$ cat config.mk
export PLATFORM = sky130hd
export DESIGN_NAME = ide_irq_agg
export DESIGN_NICKNAME = d
export VERILOG_FILES = /design/src/rtl/ide_irq_agg_pkg.sv /design/src/rtl/ide_irq_agg_ctrl.sv /design/src/rtl/ide_irq_agg_dp.sv /design/src/rtl/ide_irq_agg.sv
export SDC_FILE = /design/constraint.sdc
export NUM_CORES = 1
export LEC_CHECK = 0
export BUFFER_PORTS_ARGS = -buffer_cell sky130_fd_sc_hd__buf_2
export CORE_AREA = 2 2 55 57
export CTS_CLUSTER_DIAMETER = 40
export CTS_CLUSTER_SIZE = 28
export DETAILED_ROUTE_END_ITERATION = 7
export DIE_AREA = 0 0 57 59
export PLACE_DENSITY = 0.67
export SLEW_MARGIN = 20
export SYNTH_ARGS = -nofsm -noshare
export SYNTH_HDL_FRONTEND = slang
export SYNTH_SLANG_ARGS = --single-unit
$ cat constraint.sdc
create_clock -name clk -period 1.9 [get_ports clk]
set_input_delay 0.38 -clock clk [delete_from_list [all_inputs] [get_ports clk]]
set_output_delay 0.38 -clock clk [all_outputs]
set_load 0.03 [all_outputs]
$ cat src/rtl/ide_irq_agg_pkg.sv
package ide_irq_agg_pkg;
  localparam int NUM_CH   = 2;
  localparam int ADDR_W   = 8;
  localparam int DATA_W   = 8;
  localparam int PEND_LSB = 2;
  localparam int BLK_LSB  = 4;
  localparam logic [ADDR_W-1:0] MODE_ADDR = 8'h71;
  localparam logic [ADDR_W-1:0] LEG0_ADDR = 8'h50;
  localparam logic [ADDR_W-1:0] LEG1_ADDR = 8'h57;
  localparam int LEG0_BIT = 2;
  localparam int LEG1_BIT = 4;

  typedef struct packed {
    logic [NUM_CH-1:0] reqEvt;
    logic [NUM_CH-1:0] reqLvl;
    logic [NUM_CH-1:0] clrPend;
    logic              blkLoad;
    logic [NUM_CH-1:0] blkVal;
    logic [NUM_CH-1:0] legLoad;
    logic [DATA_W-1:0] legData;
  } strobes_t;

  function automatic logic [ADDR_W-1:0] legAddr(input int ch);
    return (ch == 0) ? LEG0_ADDR : LEG1_ADDR;
  endfunction

  function automatic int mirBit(input int ch);
    return (ch == 0) ? LEG0_BIT : LEG1_BIT;
  endfunction
endpackage

$ cat src/rtl/ide_irq_agg_ctrl.sv
module ide_irq_agg_ctrl
  import ide_irq_agg_pkg::*;
(
  input  logic              clk,
  input  logic              rstN,
  input  logic [NUM_CH-1:0] chReq,
  input  logic              cfgWrEn,
  input  logic [ADDR_W-1:0] cfgWrAddr,
  input  logic [DATA_W-1:0] cfgWrData,
  input  logic              blkWrEn,
  input  logic [DATA_W-1:0] blkWrData,
  output strobes_t          strb
);
  logic [NUM_CH-1:0] reqPrevQ;
  logic              modeHit;

  always_ff @(posedge clk or negedge rstN) begin
    if (!rstN) reqPrevQ <= '0;
    else       reqPrevQ <= chReq;
  end

  assign modeHit = cfgWrEn && (cfgWrAddr == MODE_ADDR);

  always_comb begin
    strb = '0;
    strb.reqLvl  = chReq;
    strb.reqEvt  = chReq ^ reqPrevQ;
    strb.blkLoad = blkWrEn;
    strb.legData = cfgWrData;
    for (int c = 0; c < NUM_CH; c++) begin
      strb.clrPend[c] = modeHit && cfgWrData[PEND_LSB + c];
      strb.blkVal[c]  = blkWrData[BLK_LSB + c];
      strb.legLoad[c] = cfgWrEn && (cfgWrAddr == legAddr(c));
    end
  end
endmodule

$ cat src/rtl/ide_irq_agg_dp.sv
module ide_irq_agg_dp
  import ide_irq_agg_pkg::*;
(
  input  logic              clk,
  input  logic              rstN,
  input  strobes_t          strb,
  input  logic [ADDR_W-1:0] cfgRdAddr,
  output logic [DATA_W-1:0] cfgRdData,
  output logic [NUM_CH-1:0] pendQ,
  output logic [NUM_CH-1:0] blkQ,
  output logic              irqQ
);
  logic [NUM_CH-1:0] pendNext;
  logic [NUM_CH-1:0] blkNext;
  logic [DATA_W-1:0] legQ    [NUM_CH];
  logic [DATA_W-1:0] legNext [NUM_CH];

  always_comb begin
    blkNext = strb.blkLoad ? strb.blkVal : blkQ;
    for (int c = 0; c < NUM_CH; c++) begin
      if (strb.reqEvt[c])       pendNext[c] = strb.reqLvl[c];
      else if (strb.clrPend[c]) pendNext[c] = 1'b0;
      else                      pendNext[c] = pendQ[c];
    end
  end

  genvar g;
  generate
    for (g = 0; g < NUM_CH; g++) begin : gLeg
      localparam logic [DATA_W-1:0] MIR_MASK = DATA_W'(1) << mirBit(g);
      assign legNext[g] = strb.legLoad[g] ? (strb.legData & ~MIR_MASK) : legQ[g];
      always_ff @(posedge clk or negedge rstN) begin
        if (!rstN) legQ[g] <= '0;
        else       legQ[g] <= legNext[g];
      end
    end
  endgenerate

  always_ff @(posedge clk or negedge rstN) begin
    if (!rstN) begin
      pendQ <= '0;
      blkQ  <= '0;
      irqQ  <= 1'b0;
    end else begin
      pendQ <= pendNext;
      blkQ  <= blkNext;
      irqQ  <= |(pendNext & ~blkNext);
    end
  end

  always_comb begin
    cfgRdData = '0;
    if (cfgRdAddr == MODE_ADDR) begin
      for (int c = 0; c < NUM_CH; c++) begin
        cfgRdData[PEND_LSB + c] = pendQ[c];
        cfgRdData[BLK_LSB + c]  = blkQ[c];
      end
    end
    for (int c = 0; c < NUM_CH; c++) begin
      if (cfgRdAddr == legAddr(c)) begin
        cfgRdData = legQ[c];
        cfgRdData[mirBit(c)] = pendQ[c];
      end
    end
  end
endmodule

$ cat src/rtl/ide_irq_agg.sv
module ide_irq_agg
  import ide_irq_agg_pkg::*;
(
  input  logic              clk,
  input  logic              rstN,
  input  logic [NUM_CH-1:0] chReq,
  input  logic              cfgWrEn,
  input  logic [ADDR_W-1:0] cfgWrAddr,
  input  logic [DATA_W-1:0] cfgWrData,
  input  logic              blkWrEn,
  input  logic [DATA_W-1:0] blkWrData,
  input  logic [ADDR_W-1:0] cfgRdAddr,
  output logic [DATA_W-1:0] cfgRdData,
  output logic              irqOut
);
  strobes_t          strb;
  logic [NUM_CH-1:0] pendQ;
  logic [NUM_CH-1:0] blkQ;

  ide_irq_agg_ctrl ctrl_i (
    .clk(clk), .rstN(rstN), .chReq(chReq),
    .cfgWrEn(cfgWrEn), .cfgWrAddr(cfgWrAddr), .cfgWrData(cfgWrData),
    .blkWrEn(blkWrEn), .blkWrData(blkWrData), .strb(strb)
  );

  ide_irq_agg_dp dp_i (
    .clk(clk), .rstN(rstN), .strb(strb),
    .cfgRdAddr(cfgRdAddr), .cfgRdData(cfgRdData),
    .pendQ(pendQ), .blkQ(blkQ), .irqQ(irqOut)
  );
endmodule

Word level (Yosys, flattened, before mapping):

Cells that the tools add are included.

* flip-flop bits (word level): 21
* latch bits: 0
* memory bits (writable): 0
* memory bits (read-only): 0
* input bits: 38
* output and inout bits: 9
* logic and storage cells: 29
* memories: 0

* $add $sub $neg: 0
* multiply operators: 0
* div/mod/pow operators: 0
* $lt $le $gt $ge: 0
* equal/unequal tests: 6
* shift-type cells: 0
* mux-type cells: 8
* bitwise logic cells: 3
* reduce and logical (&&, ||, !) cells: 6

Operators by type and width (count)
* 8-bit by 7-bit equality test with 1-bit output, second input constant: 6
* 8-bit 2-to-1 mux: 2
* 1-bit logical AND: 5
* 1-bit 2-to-1 mux: 4
* 4-bit 2-to-1 mux: 1
* 2-bit AND: 1
* 2-bit 2-to-1 mux: 1
* 2-bit inverter: 1
* 2-bit OR reduction: 1
* 2-bit XOR: 1

Longest topological paths before layout:

Gate-level depths: netlist of run 1.

* depth in word-level cells: 7
* depth in mapped cells: 5

By module:

Synthesis of run 1 repeated with hierarchy kept, for this count alone.

* cell total of the unflattened synthesis: 108
* area, all modules: 1189.9 sq um

By module, submodules not included
* ide_irq_agg_dp: times used 1, cells each 80, area an instance 953.4 sq um
* ide_irq_agg_ctrl: times used 1, cells each 28, area an instance 236.5 sq um

Worst setup path before layout of run 1:

No wires, ideal clock.

* kind: input to output
* start point: input cfgRdAddr[7]
* end point: output cfgRdData[3]
* arrival time: 1.781 ns
* path slack: -0.261 ns
* stages: 4
* cell sequence: nand4bb_1 or3_1 o21bai_1 o21ai_0

* cells in the longest elaborated chain, start to end: 4
* elaborated cells on any way between the ends: 6
* classes of those cells: 3 x eq/ne; 3 x mux

Ends and longest elaborated chain
* start: declaration: RTL line ide_irq_agg.sv:12 `input logic [ADDR_W-1:0] cfgRdAddr,`
* 8-bit by 7-bit equality test with 1-bit output: RTL line ide_irq_agg_dp.sv:53 `if (cfgRdAddr == MODE_ADDR) begin`
* 4-bit 2-to-1 mux: RTL line ide_irq_agg_dp.sv:53
* 8-bit 2-to-1 mux: RTL line ide_irq_agg_dp.sv:60 `if (cfgRdAddr == legAddr(c)) begin`
* 8-bit 2-to-1 mux (*): RTL line ide_irq_agg_dp.sv:60
* end: declaration: RTL line ide_irq_agg.sv:13 `output logic [DATA_W-1:0] cfgRdData,`

Every way passes the cells marked *; elsewhere a longest branch is shown, timed or not.

Final worst setup path of run 1:

* start point: input cfgRdAddr[7]
* end point: output cfgRdData[7]

* cells in the longest elaborated chain, start to end: 3
* elaborated cells on any way between the ends: 4
* classes of those cells: 2 x eq/ne; 2 x mux

Ends and longest elaborated chain (RTL line)
* 8-bit by 7-bit equality test with 1-bit output: ide_irq_agg_dp.sv:60
* 8-bit 2-to-1 mux: ide_irq_agg_dp.sv:60
* 8-bit 2-to-1 mux (*): ide_irq_agg_dp.sv:60

Marked as above.

==> metrics.yaml, run 1 <==
status: "finished, violations left"
violations: "negative setup slack"
hold_class: "in -> async"
first_global_vias: 873
routed_wirelength_microns: 2221
area_growth_pct: 37.19
post-route-period-util_pct: 103.4
syn_avg_cell_area_sq_um: 12.80
post-synth-top-area-fraction_pct: 50.06
worstPathMaxFanout: 4
ys.flop_type: "dfrtp_1"
drtIter0Drc: 9
startpoint_type: "input port"
yosys-top-cells-area: "dfrtp_1 50%, mux2_4 10%, mux2_2 9.7%, a22o_1 3.3%, mux2i_1 2.9%"
slew_headroom_pct: 69.73
fin_crit_ps: 1964
rsz0062_at_grt: "true"
ys_ff_latch: 21
worstSetupPathType: "in -> out"
dr.pass1.iters: 2
skew_ps: 0.8959
dieWidth_microns: 57
die_height_microns: 59
synth.largest_area_cell: "dfrtp_1"
ys_seq_area_share_pct: 50.06
io_pins: 47
peakVddDrop_mv: 0.3327
cts_tree: "built"
vias_per_cell: 5.155
drcViolationCount: 0
p_per_area_mw_per_mm2: 574.7
place_ws_ps: -119.0
synth_cell_types: 29
dp_hpwl_microns: 1635
finalSetupTns_ps: -295.6
via_count: 830
fin_util_pct: 53.14
place.port_buffers: 40
antenna_cells: 0
clkLatencyLatePin_ps: 290
wl_per_cell_microns: 13.80
fmax_mhz: 509.0
cp.arrival_ps: 1580
cts_setup_buffers: 0
grt_first_pass_wirelength_microns: 3857
ys.warnings.count: 0
clock_path_buffers: 2
root_buffer: "clkbuf_4"
grt_max_degree: 22
synth_common_cells: "21 x dfrtp_1, 9 x mux2_2, 7 x mux2_4, 5 x nand2_1"
clkTransAtPathRegs_ps: 110
end_kind: "output port"
track_usage_pct: 14.89
clkSinkCount: 21
fin_ws_ps: -64.47
synthCells: 82
drv_slew: 0
dieArea_sq_mm: 0.003363
layout.nets: 169
h-tree-depth: 1
start_util_pct: 38.74
setup_viol: 8
power.leakage_nw: 0.7153
num_rows: 19
gp_congestion: 0.6978
multi_input_area_sq_um: 554.3
required_ps: 1520
grt-ovfl-total: 0
synth_edf_count: 0
tightestPinTransition_ps: 454.0
seq_area_sq_um: 525.5
cts_hold_buf: 0
synth_nets: 120
drive_gt1_share_pct: 57.69
ant_nets: 0
fillers: 267
synth.most_common_cell: "dfrtp_1"
antenna_found_initial: 0
syn_area_sq_mm: 0.001050
cts_buffers: 3
core_sq_mm: 0.002710
hold_violations: 0
maxCapViolCount: 0
async_reset_ff_share_pct: 100.0
-- logic make-up (layout without fill, tap and decap cells) --
family | Yosys count | in the layout | share of synthesized area [%]
simple gates | 21 | 21 | 12.87
buf+inv | 3 | 51 | 1.788
flops | 21 | 21 | 50.06
mux | 19 | 19 | 22.53
fa+ha+maj | 1 | 1 | 0.9536
compound gates | 17 | 17 | 11.80
-- per-stage QoR --
| stage | hold slack (ps) | area, sq um | cells | power [W] |
|---|---|---|---|---|
| CTS | 26.61 | 1424 | 161 | 0.0008379 |
| global route | 38.48 | 1440 | 161 | 0.0008787 |
| detailed placement | 357.2 | 1315 | 157 | 0.0006261 |
| global placement | 349.9 | 1315 | 157 | 0.0006202 |
| floorplan | 84.41 | 1050 | 82 | 0.0005612 |
| finish | 17.37 | 1440 | 161 | 0.0008277 |
-- what timing repair did --
action	CTS	global route
endpoints found under the setup margin	8	8
endpoints found under the hold margin	0	0
resized for setup	22	1
pin swaps	5	3
-- routing by layer --
layer	track usage, %	routed length, microns
met1	18.00	918
met2	27.26	1172
met3	1.528	103
met4	5.980	27
met5	0	0
-- critical path: stages --
cell       delay, ps
buf_6             90
nand4bb_4        210
or3_4            350
nor3_2           110
buf_4            150
a22o_1           160
buf_6            140
-- power breakdown --
part	leakage, nW	internal (W)	total, W	switching, W
clock	0.0177	0.0000782	0.000203	0.000125
combinational	0.424	0.0000710	0.000135	0.0000642
sequential	0.274	0.000475	0.000489	0.0000143
total	0.715	0.000624	0.000828	0.000203
-- final cells by class --
class	instances	area share, %
sequential	21	36.49
timing repair buffer	45	19.90
clock inverter	1	0.3475
inverter	2	0.5213
multi-input combinational	58	38.49
clock buffer	3	1.564
tap	31	2.693
-- registers in the layout (all words and copies together), names as in the netlist --
| register | flops |
|---|---|
| dp_i.legQ | 14 |
| ctrl_i.reqPrevQ | 2 |
| dp_i.blkQ | 2 |
| dp_i.pendQ | 2 |
| dp_i.irqQ | 1 |
-- cells in the final DEF (no fill, tap or decap) --
master | netlist | final
o22a_1 | 1 | 1
o21ai_2 | 0 | 3
nor4_1 | 1 | 1
nand2_1 | 5 | 5
mux2_2 | 9 | 9
and2_1 | 1 | 1
mux2i_1 | 3 | 3
nor3_4 | 1 | 1
dfrtp_1 | 21 | 21
mux2_4 | 7 | 7
buf_6 | 1 | 7
o21bai_4 | 0 | 1
a31oi_1 | 2 | 2
a21oi_1 | 1 | 1
o211ai_1 | 1 | 1
nand4bb_4 | 0 | 1
a211o_1 | 2 | 2
nor2_1 | 2 | 2
nand3_1 | 1 | 1
o21ai_1 | 0 | 1
o21ba_2 | 1 | 1
clkbuf_4 | 0 | 3
or3_1 | 3 | 2
inv_1 | 2 | 2
and4bb_1 | 1 | 1
nand4b_1 | 1 | 1
buf_4 | 0 | 7
maj3_1 | 1 | 1
clkinv_2 | 0 | 1
nand2b_1 | 2 | 2
or3_4 | 0 | 1
a22o_1 | 4 | 4
buf_2 | 0 | 31
nand2_2 | 1 | 1
nor3_2 | 0 | 1
-- worst paths after layout --
path,cells after the start,slack (ps),end,startpoint
setup reg to reg,4,660,dp_i.irqQ,dp_i.pendQ[0]
max in group asynchronous,1,1570,dp_i.blkQ[0],rstN
setup / recovery,7,-60,cfgRdData[7],cfgRdAddr[7]
hold reg to reg,1,520,dp_i.legQ[2],dp_i.legQ[2]
min in group clk,1,220,ctrl_i.reqPrevQ[0],chReq[0]
hold / removal,1,20,dp_i.irqQ,rstN
Power figures use the tool's default switching activity.
==> inputs of run 2 (changes only) <==
--- a/config.mk
+++ b/config.mk
@@ -12,6 +12,7 @@
 export DETAILED_ROUTE_END_ITERATION = 7
 export DIE_AREA = 0 0 57 59
 export PLACE_DENSITY = 0.67
+export SETUP_SLACK_MARGIN = 0.2
 export SLEW_MARGIN = 20
 export SYNTH_ARGS = -nofsm -noshare
 export SYNTH_HDL_FRONTEND = slang
==> metrics.yaml, run 2 (synthesized netlist as in run 1, its figures left out) <==
place_ws_ps: -118.4  # was -119.0 ps
slew_headroom_pct: 69.47  # was 69.73%
tightestPinTransition_ps: 457.9  # was 454.0 ps
dieArea_sq_mm: 0.003363  # unchanged
wl_per_cell_microns: 13.87  # was 13.80 microns
first_global_vias: 877  # was 873
largest_reg_flops: 14  # unchanged
hold_violations: 0  # unchanged
peakVddDrop_mv: 0.3062  # was 0.3327 mV
grt_first_pass_wirelength_microns: 3884  # was 3857 microns
num_rows: 19  # unchanged
cts_hold_buf: 0  # unchanged
setup_viol: 8  # unchanged
drtIter0Drc: 18  # was 9
layout.nets: 172  # was 169
root_buffer: "clkbuf_4"  # unchanged
vias_per_cell: 5.183  # was 5.155
track_usage_pct: 14.81  # was 14.89%
clkLatencyLatePin_ps: 290  # about the same
die_height_microns: 59  # unchanged
fin_util_pct: 57.11  # was 53.14%
antenna_found_initial: 0  # unchanged
required_ps: 1520  # about the same
dieWidth_microns: 57  # unchanged
worstPathMaxFanout: 4  # unchanged
ant_nets: 0  # unchanged
status: "finished, violations left"  # unchanged
core_sq_mm: 0.002710  # unchanged
rsz0062_at_grt: "true"  # unchanged
place.port_buffers: 40  # unchanged
clkTransAtPathRegs_ps: 110  # about the same
cts_tree: "built"  # unchanged
area_growth_pct: 47.44  # was 37.19%
clkSinkCount: 21  # unchanged
io_pins: 47  # unchanged
gp_congestion: 0.6955  # was 0.6978
cp.arrival_ps: 1570  # was 1580 ps
routed_wirelength_microns: 2275  # was 2221 microns
post-route-period-util_pct: 102.6  # was 103.4%
whs_ps: 15.06  # was 17.37 ps
violations: "negative setup slack"  # unchanged
worstSetupPathType: "in -> out"  # unchanged
grt_max_degree: 22  # unchanged
drive_gt1_share_pct: 61.65  # was 57.69%
skew_ps: 0.6815  # was 0.8959 ps
final-instance-count-excl-fill: 164  # was 161
maxCapViolCount: 0  # unchanged
cts_buffers: 3  # unchanged
p_per_area_mw_per_mm2: 542.6  # was 574.7 mW/mm^2
fmax_mhz: 512.7  # was 509.0 MHz
hold_class: "in -> async"  # unchanged
grt-ovfl-total: 0  # unchanged
start_util_pct: 38.74  # unchanged
drv_slew: 0  # unchanged
via_count: 850  # was 830
drcViolationCount: 0  # unchanged
dpl.cell_count: 159  # was 157
power.leakage_nw: 0.7656  # was 0.7153 nW
antenna_cells: 0  # unchanged
largest_register: "dp_i.legQ"  # unchanged
final_common_cell: "buf_2"  # unchanged
dr.pass1.iters: 2  # unchanged
end_kind: "output port"  # unchanged
final_cell_mix: "31 x buf_2, 21 x dfrtp_1, 10 x buf_6"  # was 31 x buf_2, 21 x dfrtp_1, 9 x mux2_2
fin_ws_ps: -50.27  # was -64.47 ps
clock_path_buffers: 2  # unchanged
h-tree-depth: 1  # unchanged
fin_crit_ps: 1950  # was 1964 ps
finalSetupTns_ps: -338.3  # was -295.6 ps
startpoint_type: "input port"  # unchanged
dp_hpwl_microns: 1762  # was 1635 microns
==> run 2: timing repair <==
action                     in CTS  in global routing
buffers inserted                0                  1
setup endpoints to repair       8                  8
hold endpoints to repair        0                  0
gates resized for setup        21                  3
pin swaps                       1                  1
cloned                          0                  0
==> run 2: power by group <==
group	switching [W]	total [W]	internal, W
Sequential	0.0000165	0.000492	0.000475
Combinational	0.0000700	0.000143	0.0000727
Clock	0.000124	0.000205	0.0000816
Total	0.000210	0.000840	0.000629
==> run 2: layout make-up <==
cell class | count | area, sq um
clock buffers | 4 | 26.28
fillers | 251 | 1162
inverters | 2 | 7.507
multi-input cells | 58 | 629.4
flip-flops and latches | 21 | 525.5
well taps | 31 | 38.79
repair buffers | 48 | 320.3
==> run 2: path summary, 6_finish.rpt <==
check,startpoint,to,slack (ps),cells past startpoint
max,cfgRdAddr[7],cfgRdData[2],-50,6
min,rstN,dp_i.irqQ,20,1
max reg2reg,dp_i.pendQ[0],dp_i.irqQ,650,4
min reg2reg,dp_i.legQ[2],dp_i.legQ[2],520,1
max in group asynchronous,rstN,dp_i.legQ[13],1560,1
min in group clk,chReq[0],ctrl_i.reqPrevQ[0],210,1
==> run 2: layer usage <==
metal / routed length, microns / up-vias / GRT usage [%]
li1: - / 417 / -
met1: 1017 / 407 / 18.17
met2: 1138 / 24 / 26.11
met3: 92 / 2 / 1.747
met4: 27 / 0 / 6.977
met5: 0 / - / 0
==> run 2: stage by stage <==
stage / power [W] / instance area, sq um
detailed placement: 0.0006363 / 1404
global placement: 0.0006294 / 1404
global route: 0.0008828 / 1548
floorplan: 0.0005689 / 1124
CTS: 0.0008474 / 1509
finish: 0.0008397 / 1548
==> run 2: worst max-delay path, cell delays in order <==
cell	delay, ps
buf_6	90
nand4bb_4	210
or3_4	360
o21bai_4	240
o21ai_4	150
buf_6	140
==> inputs of run 3 (changes only) <==
--- a/config.mk
+++ b/config.mk
@@ -6,11 +6,12 @@
 export NUM_CORES = 1
 export LEC_CHECK = 0
 export BUFFER_PORTS_ARGS = -buffer_cell sky130_fd_sc_hd__buf_2
+export CAP_MARGIN = 40
 export CORE_AREA = 2 2 55 57
 export CTS_CLUSTER_DIAMETER = 40
-export CTS_CLUSTER_SIZE = 28
 export DETAILED_ROUTE_END_ITERATION = 7
 export DIE_AREA = 0 0 57 59
+export MAX_ROUTING_LAYER = met4
 export PLACE_DENSITY = 0.67
 export SETUP_SLACK_MARGIN = 0.2
 export SLEW_MARGIN = 20
==> metrics.yaml, run 3 (synthesized netlist as in run 1, its figures left out) <==
worstPathCellList: "buf_6 -> nand4bb_4 -> or3_4 -> o21bai_4 -> o21ai_4 -> buf_6"  # unchanged
clkSinkCount: 21  # unchanged
grt_first_pass_wirelength_microns: 3877  # was 3884 microns
ff2ff_path_depth: 4  # unchanged
antenna_cells: 0  # unchanged
grt_util_met2_pct: 26.11  # unchanged
root_buffer: "clkbuf_4"  # unchanged
vias_per_cell: 5.165  # was 5.183
dieWidth_microns: 57  # unchanged
slowest_stage: "or3_4"  # unchanged
layout.nets: 172  # unchanged
final-instance-count-excl-fill: 164  # unchanged
design_area_sq_mm: 0.001548  # unchanged
slew_headroom_pct: 69.39  # was 69.47%
swShare_pct: 25.06  # was 25.04%
rsz0062_at_grt: "true"  # unchanged
use_met3_pct: 1.528  # was 1.747%
gp_congestion: 0.7030  # was 0.6955
violations: "negative setup slack"  # unchanged
drcViolationCount: 0  # unchanged
p_comb_share_pct: 17.0  # about the same
setup_viol: 8  # unchanged
largest_register: "dp_i.legQ"  # unchanged
dp_hpwl_microns: 1762  # unchanged
fin_ws_ps: -52.95  # was -50.27 ps
dieArea_sq_mm: 0.003363  # unchanged
io_pins: 47  # unchanged
cp_common_cell: "buf_6"  # unchanged
whs_ps: 15.35  # was 15.06 ps
place.port_buffers: 40  # unchanged
drtIter0Drc: 17  # was 18
cts_hold_buf: 0  # unchanged
p_per_area_mw_per_mm2: 542.7  # was 542.6 mW/mm^2
dpl.cell_count: 159  # unchanged
status: "finished, violations left"  # unchanged
cp.arrival_ps: 1570  # about the same
antenna_found_initial: 0  # unchanged
grt_max_degree: 22  # unchanged
first_global_vias: 882  # was 877
busiest_layer: "met2"  # unchanged
core_sq_mm: 0.002710  # unchanged
final_common_cell: "buf_2"  # unchanged
cts_buffers: 3  # unchanged
worstSetupPathType: "in -> out"  # unchanged
hold_class: "in -> async"  # unchanged
drv_slew: 0  # unchanged
largest_reg_flops: 14  # unchanged
wl_per_cell_microns: 13.88  # was 13.87 microns
startpoint_type: "input port"  # unchanged
via_count: 847  # was 850
cts_tree: "built"  # unchanged
internal_power_w: 0.0006295  # about the same
die_height_microns: 59  # unchanged
switchingPower_w: 0.0002105  # was 0.0002103 W
reg2reg_slack_ps: 650  # about the same
clock_path_buffers: 2  # unchanged
final_cell_mix: "31 x buf_2, 21 x dfrtp_1, 10 x buf_6"  # unchanged
gr-usage-met1_pct: 18.31  # was 18.17%
routed_wirelength_microns: 2277  # was 2275 microns
r2r-end: "dp_i.irqQ"  # unchanged
start_util_pct: 38.74  # unchanged
track_usage_pct: 15.26  # was 14.81%
fin_crit_ps: 1953  # was 1950 ps
tightestPinTransition_ps: 459.1  # was 457.9 ps
fillers: 251  # unchanged
maxCapViolCount: 0  # unchanged
power.share.clock_pct: 24.5  # about the same
clkLatencyLatePin_ps: 290  # about the same
end_kind: "output port"  # unchanged
h-tree-depth: 1  # unchanged
clkTransAtPathRegs_ps: 110  # about the same
power.leakage_nw: 0.7656  # unchanged
dpl_cell_area_sq_mm: 0.001404  # unchanged
post-route-period-util_pct: 102.8  # was 102.6%
dr.pass1.iters: 2  # unchanged
required_ps: 1520  # about the same
drive_gt1_share_pct: 61.65  # unchanged
hold_violations: 0  # unchanged
ant_nets: 0  # unchanged
skew_ps: 0.6815  # about the same
power_frac_seq_pct: 58.5  # about the same
worstPathMaxFanout: 4  # unchanged
grt-ovfl-total: 0  # unchanged
fmax_mhz: 512.0  # was 512.7 MHz
peakVddDrop_mv: 0.3062  # about the same
cpPeakStageDelay_ps: 360  # about the same
r2r_start: "dp_i.pendQ[0]"  # unchanged
area_growth_pct: 47.44  # unchanged
num_rows: 19  # unchanged
## run 3: cell type report
type | count | area, sq um | area share [%]
Timing Repair Buffer | 48 | 320.3 | 20.70
Sequential cell | 21 | 525.5 | 33.95
Multi-Input combinational cell | 58 | 629.4 | 40.66
Clock buffer | 4 | 26.28 | 1.698
Tap cell | 31 | 38.79 | 2.506
Inverter | 2 | 7.507 | 0.4850
## run 3: worst max-delay path by stage
| stage | startpoint | end | slack [ps] | cells past startpoint |
|---|---|---|---|---|
| after floorplan | cfgRdAddr[7] | cfgRdData[2] | 110 | 4 |
| after global placement | cfgRdAddr[7] | cfgRdData[2] | -110 | 6 |
| after detailed placement | cfgRdAddr[7] | cfgRdData[7] | -120 | 7 |
| after CTS | cfgRdAddr[7] | cfgRdData[6] | -50 | 7 |
| after global routing | cfgRdAddr[7] | cfgRdData[7] | -100 | 7 |
| final | cfgRdAddr[7] | cfgRdData[2] | -50 | 6 |
## run 3: metal layers
layer	routed length, microns	part of all wire, %
met3	90	4.0
met4	27	1.2
met2	1149	50
met1	1009	44
met5	0	0
## run 3: critical path, delay by kind of cell
| family | cells | cell delay (ps) |
|---|---|---|
| buf+inv | 2 | 230 |
| simple gates | 2 | 570 |
| compound gates | 2 | 390 |
## run 3: power by group through the flow
stage | Combinational [W] | Clock [W] | Sequential, W
6_report | 0.000143 | 0.000206 | 0.000492
3_5_place_dp | 0.000136 | 0 | 0.000500
5_1_grt | 0.000158 | 0.000229 | 0.000496
2_1_floorplan | 0.0000662 | 0 | 0.000503
3_3_place_gp | 0.000132 | 0 | 0.000498
4_1_cts | 0.000140 | 0.000216 | 0.000491
## run 3: stage by stage
stage	TNS, ps	power, W	setup WS (ps)	utilization [%]
2_1_floorplan	0	0.0005689	110.7	-
3_3_place_gp	-625.4	0.0006294	-113.1	51.80
3_5_place_dp	-782.8	0.0006363	-118.4	51.80
4_1_cts	-316.2	0.0008474	-50.04	55.68
5_1_grt	-711.9	0.0008828	-96.33	57.11
6_report	-339.8	0.0008400	-52.95	57.11
## run 3: timing repair
| item | 4_1_cts | 5_1_grt |
|---|---|---|
| pin swaps | 1 | 1 |
| resized for setup | 21 | 3 |
| setup buffers | 0 | 1 |
| endpoints found under the setup margin | 8 | 8 |
